--- src/rtl/ptr_ram_pkg.sv ---
package ptr_ram_pkg;
  parameter int unsigned PR_ADDR_W = 8;
  parameter int unsigned PR_DATA_W = 8;
  parameter int unsigned PR_NCHAN  = 2;
endpackage

--- src/rtl/ptr_ram_ptr.sv ---
module ptr_ram_ptr #(
  parameter int unsigned ADDR_W  = 8,
  parameter int unsigned SHIFT_W = 3
) (
  input  logic               clk_i,
  input  logic               rst_i,
  input  logic               ld_i,
  input  logic [ADDR_W-1:0]  ld_val_i,
  input  logic               st_ld_i,
  input  logic [SHIFT_W-1:0] st_val_i,
  input  logic               acc_i,
  output logic [ADDR_W-1:0]  ptr_q,
  output logic [SHIFT_W-1:0] stride_q
);
  logic [ADDR_W-1:0] step;
  logic [ADDR_W-1:0] ptr_nxt;

  // one-hot step from the stride currently held
  always_comb begin
    step = '0;
    step[stride_q] = 1'b1;
  end

  always_comb begin
    if (ld_i)       ptr_nxt = ld_val_i;
    else if (acc_i) ptr_nxt = ptr_q + step;
    else            ptr_nxt = ptr_q;
  end

  always_ff @(posedge clk_i) begin
    if (rst_i) begin
      ptr_q    <= '0;
      stride_q <= '0;
    end else begin
      ptr_q <= ptr_nxt;
      if (st_ld_i) stride_q <= st_val_i;
    end
  end
endmodule

--- src/rtl/ptr_ram_array.sv ---
module ptr_ram_array #(
  parameter int unsigned ADDR_W = 8,
  parameter int unsigned DATA_W = 8,
  localparam int unsigned DEPTH = 1 << ADDR_W
) (
  input  logic              clk_i,
  input  logic              re_a_i,
  input  logic              we_a_i,
  input  logic [ADDR_W-1:0] addr_a_i,
  input  logic [DATA_W-1:0] wd_a_i,
  output logic [DATA_W-1:0] rd_a_o,
  input  logic              re_b_i,
  input  logic              we_b_i,
  input  logic [ADDR_W-1:0] addr_b_i,
  input  logic [DATA_W-1:0] wd_b_i,
  output logic [DATA_W-1:0] rd_b_o
);
  logic [DATA_W-1:0] mem [DEPTH];

  // read-first registered reads
  always_ff @(posedge clk_i) begin
    if (re_a_i) rd_a_o <= mem[addr_a_i];
    if (re_b_i) rd_b_o <= mem[addr_b_i];
  end

  // port a is written last so it wins a shared address
  always_ff @(posedge clk_i) begin
    if (we_b_i) mem[addr_b_i] <= wd_b_i;
    if (we_a_i) mem[addr_a_i] <= wd_a_i;
  end
endmodule

--- src/rtl/ptr_ram_unit.sv ---
module ptr_ram_unit
  import ptr_ram_pkg::*;
#(
  parameter int unsigned ADDR_W = PR_ADDR_W,
  parameter int unsigned DATA_W = PR_DATA_W,
  localparam int unsigned SHIFT_W = $clog2(ADDR_W),
  localparam int unsigned NCH = PR_NCHAN
) (
  input  logic                   clk_i,
  input  logic                   rst_i,
  input  logic [NCH-1:0]         ptr_ld_i,
  input  logic [NCH*ADDR_W-1:0]  ptr_val_i,
  input  logic [NCH-1:0]         stride_ld_i,
  input  logic [NCH*SHIFT_W-1:0] stride_val_i,
  input  logic [NCH-1:0]         rd_i,
  input  logic [NCH-1:0]         wr_i,
  input  logic [NCH*DATA_W-1:0]  wdata_i,
  output logic [NCH*DATA_W-1:0]  rdata_o,
  output logic [NCH-1:0]         rvalid_o,
  output logic [NCH*ADDR_W-1:0]  ptr_o,
  output logic [NCH*SHIFT_W-1:0] stride_o
);
  logic [NCH-1:0] acc;

  for (genvar c = 0; c < NCH; c++) begin : g_ch
    assign acc[c] = rd_i[c] | wr_i[c];
    ptr_ram_ptr #(.ADDR_W(ADDR_W), .SHIFT_W(SHIFT_W)) u_ptr (
      .clk_i   (clk_i),
      .rst_i   (rst_i),
      .ld_i    (ptr_ld_i[c]),
      .ld_val_i(ptr_val_i[c*ADDR_W +: ADDR_W]),
      .st_ld_i (stride_ld_i[c]),
      .st_val_i(stride_val_i[c*SHIFT_W +: SHIFT_W]),
      .acc_i   (acc[c]),
      .ptr_q   (ptr_o[c*ADDR_W +: ADDR_W]),
      .stride_q(stride_o[c*SHIFT_W +: SHIFT_W])
    );
  end

  ptr_ram_array #(.ADDR_W(ADDR_W), .DATA_W(DATA_W)) u_mem (
    .clk_i   (clk_i),
    .re_a_i  (rd_i[0]),
    .we_a_i  (wr_i[0]),
    .addr_a_i(ptr_o[0 +: ADDR_W]),
    .wd_a_i  (wdata_i[0 +: DATA_W]),
    .rd_a_o  (rdata_o[0 +: DATA_W]),
    .re_b_i  (rd_i[1]),
    .we_b_i  (wr_i[1]),
    .addr_b_i(ptr_o[ADDR_W +: ADDR_W]),
    .wd_b_i  (wdata_i[DATA_W +: DATA_W]),
    .rd_b_o  (rdata_o[DATA_W +: DATA_W])
  );

  always_ff @(posedge clk_i) begin
    if (rst_i) rvalid_o <= '0;
    else       rvalid_o <= rd_i;
  end
endmodule

--- config.mk ---
export PLATFORM = sky130hd
export DESIGN_NAME = ptr_ram_unit
export DESIGN_NICKNAME = d
export VERILOG_FILES = /design/src/rtl/ptr_ram_pkg.sv /design/src/rtl/ptr_ram_ptr.sv /design/src/rtl/ptr_ram_array.sv /design/src/rtl/ptr_ram_unit.sv
export SDC_FILE = /design/constraint.sdc
export NUM_CORES = 2
export LEC_CHECK = 0
export BUFFER_PORTS_ARGS = -buffer_cell sky130_fd_sc_hd__buf_4
export CELL_PAD_IN_SITES_DETAIL_PLACEMENT = 1
export CELL_PAD_IN_SITES_GLOBAL_PLACEMENT = 1
export CORE_MARGIN = 2
export CORE_UTILIZATION = 53
export CTS_CLUSTER_SIZE = 12
export DETAILED_ROUTE_END_ITERATION = 7
export PLACE_DENSITY = 0.9
export SLEW_MARGIN = 20
export SYNTH_ARGS = -nofsm -noshare
export SYNTH_HDL_FRONTEND = slang
export SYNTH_HIERARCHICAL = 1
export SYNTH_SLANG_ARGS = --single-unit
--- constraint.sdc ---
create_clock -name clk_i -period 3.2 [get_ports clk_i]
set_input_delay 0.48 -clock clk_i [delete_from_list [all_inputs] [get_ports clk_i]]
set_output_delay 0.48 -clock clk_i [all_outputs]
set_load 0.005 [all_outputs]
==> results.cfg, run 1 <==
[outcome]
status = stopped before the end
lastStage = 5_1_grt
tool.error = [ERROR GRT-0228] Horizontal edge usage exceeds the maximum allowed. (34, 34) usage=65535 limit=3200

[clock_tree]
cts_buffers = 219
clkSinkCount = 2088
cts_max_path_buffers = 3
cts_root_buf = clkbuf_16
htree_levels = 4

[synth]
synth_top_area_share_pct = 50.2
ys_ff_latch = 2088
synthTopCellsByCount = edfxtp_1 (2,064), mux2_2 (2,027), mux4_2 (1,024), clkbuf_1 (725), a22oi_1 (512)
synth.area.top_cells = edfxtp_1 (50%), mux4_2 (19%), mux2_2 (19%)
synth_cell_types = 58
yosysSeqAreaShare_pct = 50.6
synth_nets = 7853
syn_area_sq_um = 123000
ys.warnings.count = 6
synth_most_common_cell = edfxtp_1
synthFlopType = edfxtp_1
yosys.area.top_type = edfxtp_1
synth-edff-count = 2064
ys_async_sr_fraction_pct = 0
synthCells = 7789
post_synth.cell_area_avg_sq_um = 15.8

[floorplanning]
rows = 177
pin_count = 88
chipWidth_microns = 486
start_util_pct = 53.2
die_y_microns = 486

[timing]
grt-worst-endpoint = u_mem/rd_a_o[4]$_DFFE_PP_/D
endpoint_type = register data pin

[placed_design]
hpwl_mm = 331
gp_congestion = 1.04
placed_area_sq_um = 133000
port_buffers = 87

[grt]
antenna_found_initial = 121
grt_max_degree = 106
==> repair_timing <==
action | in CTS
gates resized for setup | 139
hold buffers | 49
cloned | 11
pin swaps | 17
setup buffers | 19
endpoints found under the hold margin | 38
endpoints found under the setup margin | 337
==> per-stage QoR <==
| step | setup slack [ps] | instances | TNS, ps | utilization (%) | hold slack (ps) |
|---|---|---|---|---|---|
| floorplan | 581 | 7789 | 0 | - | 575 |
| detailed placement | -922 | 10842 | -8540 | 57.2 | 671 |
| global placement | -819 | 10842 | -4550 | 57.2 | 637 |
| CTS | -71.2 | 11321 | -168 | 60.9 | 4.55 |
==> cell families after synthesis <==
family          share of synthesized area (%)
mux                                      37.5
fa+ha+maj                               0.174
xor+xnor                               0.0568
compound gates                           6.15
flops                                    50.6
simple gates                             2.17
buf+inv                                  3.36
==> run 2, diff against run 1 <==
--- a/config.mk
+++ b/config.mk
@@ -6,13 +6,10 @@
 export NUM_CORES = 2
 export LEC_CHECK = 0
 export BUFFER_PORTS_ARGS = -buffer_cell sky130_fd_sc_hd__buf_4
-export CELL_PAD_IN_SITES_DETAIL_PLACEMENT = 1
-export CELL_PAD_IN_SITES_GLOBAL_PLACEMENT = 1
 export CORE_MARGIN = 2
-export CORE_UTILIZATION = 53
-export CTS_CLUSTER_SIZE = 12
+export CORE_UTILIZATION = 38
 export DETAILED_ROUTE_END_ITERATION = 7
-export PLACE_DENSITY = 0.9
+export PLACE_DENSITY_LB_ADDON = 0.15
 export SLEW_MARGIN = 20
 export SYNTH_ARGS = -nofsm -noshare
 export SYNTH_HDL_FRONTEND = slang
==> results.cfg, run 2 <==
[clock_tree]
htree_levels = 4
clk_latency_ps = 970
cts_tree = yes
cts_max_path_buffers = 4
clk_pin_slew_ps = 60
cts_buffers = 239
clkSinkCount = 2088
cts_root_buf = clkbuf_16

[synth]
syn_area_sq_um = 123000
ys_async_sr_fraction_pct = 0
synthCells = 7789
synth_top_family_by_area = multiplexers
synth.area.top_cells = edfxtp_1 (50%), mux4_2 (19%), mux2_2 (19%)
synth_most_common_cell = edfxtp_1
post_synth.cell_area_avg_sq_um = 15.8
synthMuxAreaShare_pct = 37.5
synth_top_area_share_pct = 50.2
synth_compound_area_share_pct = 6.15
synth-edff-count = 2064
ys.warnings.count = 6
synthFlopType = edfxtp_1
yosysSeqAreaShare_pct = 50.6
yosys.area.top_type = edfxtp_1
synth_cell_types = 58
synthTopCellsByCount = edfxtp_1 (2,064), mux2_2 (2,027), mux4_2 (1,024), clkbuf_1 (725), a22oi_1 (512)
ys_ff_latch = 2088
synth_xor_xnor_area_share_pct = 0.0568
synth_nets = 7853
synthSimpleGateAreaFrac_pct = 2.17
synthAdderAreaFrac_pct = 0.174

[timing]
relSlewSlack_pct = 18.9
min_period_over_period_pct = 112
drv_slew = 0
max_freq_ghz = 0.278
setup_violations = 13
whs_ps = 76.1
setup_slack_ps = -398
tightest_slew_ps = 1220
min_period_ps = 3600
hold_viol = 0
rsz0062_at_grt = yes
finClkSkew_ps = 52.8
fin_tns_setup_ps = -1400

[worst_setup_path]
required_ps = 3780
crit_slowest_cell = o41ai_4
critPathMaxStageDelay_ps = 940
worst_setup_path_end_kind = flop
timing_worst_setup_path_type = flop to flop
worstPathMaxFanout = 32
start_kind = flop
crit_chain = nand2b_2 > buf_4 > a21oi_4 > o41ai_4 > nand4_1
worstPathArrival_ps = 4170

[outcome]
status = complete, but fails checks
violations = setup timing

[floorplanning]
rows = 209
coreArea_sq_um = 324000
die_y_microns = 574
start_util_pct = 38.1
pin_count = 88
dieArea_sq_um = 329000
chipWidth_microns = 574

[grt]
grt_pass1_vias = 84416
grt.overflow.total = 0
grt_usage_pct = 30.2
antenna_found_initial = 38
grt_pass1_wl_mm = 701
grt_max_degree = 90

[layout]
area_growth_pct = 20.7
top_register = u_mem/mem
reg.largest.list = u_mem/mem x2048, g_ch.u_ptr/ptr_q x16
largest_register_ffs = 2048
fin_area_sq_um = 149000
nNetsFinal = 8519
final_layout_size_suffix_gt1_share_pct = 60.7
layout_commonest_cell = edfxtp_1
final_cell_mix = edfxtp_1 (2,064), mux2_2 (2,027), mux4_2 (1,024), buf_4 (1,023), a22oi_1 (395)
fin_util_pct = 46.0

[route]
routed_via_density = 6.58
dr.pass1.iters = 6
wl_per_cell_microns = 39.3
initialDrtViolationCount = 11005
dr_total_vias = 85612
route.detailed.drc = 0
antenna_left = 0
wl_mm = 511

[placed_design]
port_buffers = 87
placed_area_sq_um = 137000
hpwl_mm = 333
gp_congestion = 0.932

[power_and_ir_drop]
p_leak_nw = 47.5
p_int_mw = 51.7
p_clk_share_pct = 39.7
ir_drop_mv = 0.455
pwr_density_cell_nw_per_um2 = 477
total_power_mw = 71.1
switching_share_pct = 27.2
switchingPower_mw = 19.4
share_seq_of_total_power_pct = 42.8
p_comb_share_pct = 17.5

[min_path]
hold_path_class = primary input to flop

[job]
drv_cap = 0
[run 2: cell counts after synthesis]
No cell type changed its count.
[run 2: worst max-delay path: cells and delay by family (launching register included)]
kind / cells / cell delay [ps]
AOI/OAI and AO/OA: 2 / 1040
buffers and inverters: 1 / 750
DFF: 1 / 680
and+or+nand+nor: 2 / 730
[run 2: final timing paths]
kind | slack [ps] | depth (start not counted) | start | to
max | -400 | 5 | g_ch[1].u_ptr/ptr_q[5]$_SDFFE_PP0P_ | u_mem/rd_b_o[5]$_DFFE_PP_
min | 80 | 3 | ptr_ld_i[0] | g_ch[0].u_ptr/ptr_q[0]$_SDFFE_PP0P_
max reg2reg | -400 | 5 | g_ch[1].u_ptr/ptr_q[5]$_SDFFE_PP0P_ | u_mem/rd_b_o[5]$_DFFE_PP_
min reg2reg | 890 | 4 | g_ch[1].u_ptr/stride_q[2]$_SDFFE_PP0P_ | g_ch[1].u_ptr/ptr_q[7]$_SDFFE_PP0P_
[run 2: cell type report]
cell class                 instances  area [sq um]
multi-input combinational       4733         58700
antenna                           27          67.6
fill                           28386        175000
tap                             4325          5410
clock buffer                     281          6230
sequential                      2088         62500
timing repair buffer            1383         14400
clock inverter                   163          1560
inverter                          10          40.0
[run 2: cell families after synthesis]
| logic type | Yosys count |
|---|---|
| multiplexers | 3082 |
| flip-flops | 2088 |
| AO/OA/AOI/OAI | 1146 |
| buffers and inverters | 968 |
| AND/OR/NAND/NOR | 481 |
| adder cells (fa/ha/maj) | 16 |
| XOR/XNOR | 8 |
[run 2: repair_timing]
item / in CTS / in global routing
pin swaps: 41 / 51
hold buffers: 48 / 0
gates cloned: 17 / 4
gates resized for setup: 256 / 139
endpoints found under the setup margin: 27 / 175
hold endpoints to repair: 29 / 0
buffers inserted: 77 / 76
[run 2: power by group through the flow]
stage                     logic [mW]  clock network, mW  registers [mW]
after global routing            12.7               29.5            30.4
final                           12.4               28.2            30.4
after global placement          10.9                  0            31.0
after floorplan                 6.14                  0            30.9
after CTS                       11.9               28.6            30.4
after detailed placement        11.1                  0            31.0
[run 2: routing by layer]
layer	share of wire (%)	wire (microns)	GRT usage [%]
met3	10	51500	6.20
met5	0.036	183	0
met1	39	202000	41.3
met4	5.1	26100	13.5
met2	45	232000	46.6
[run 2: stage by stage]
step,setup slack [ps],std cells
detailed placement,-816,12324
floorplan,581,7789
CTS,-259,12909
global placement,-1280,12320
global route,-225,12992
finish,-398,13010
No activity file was read; power rests on OpenSTA's default activity.
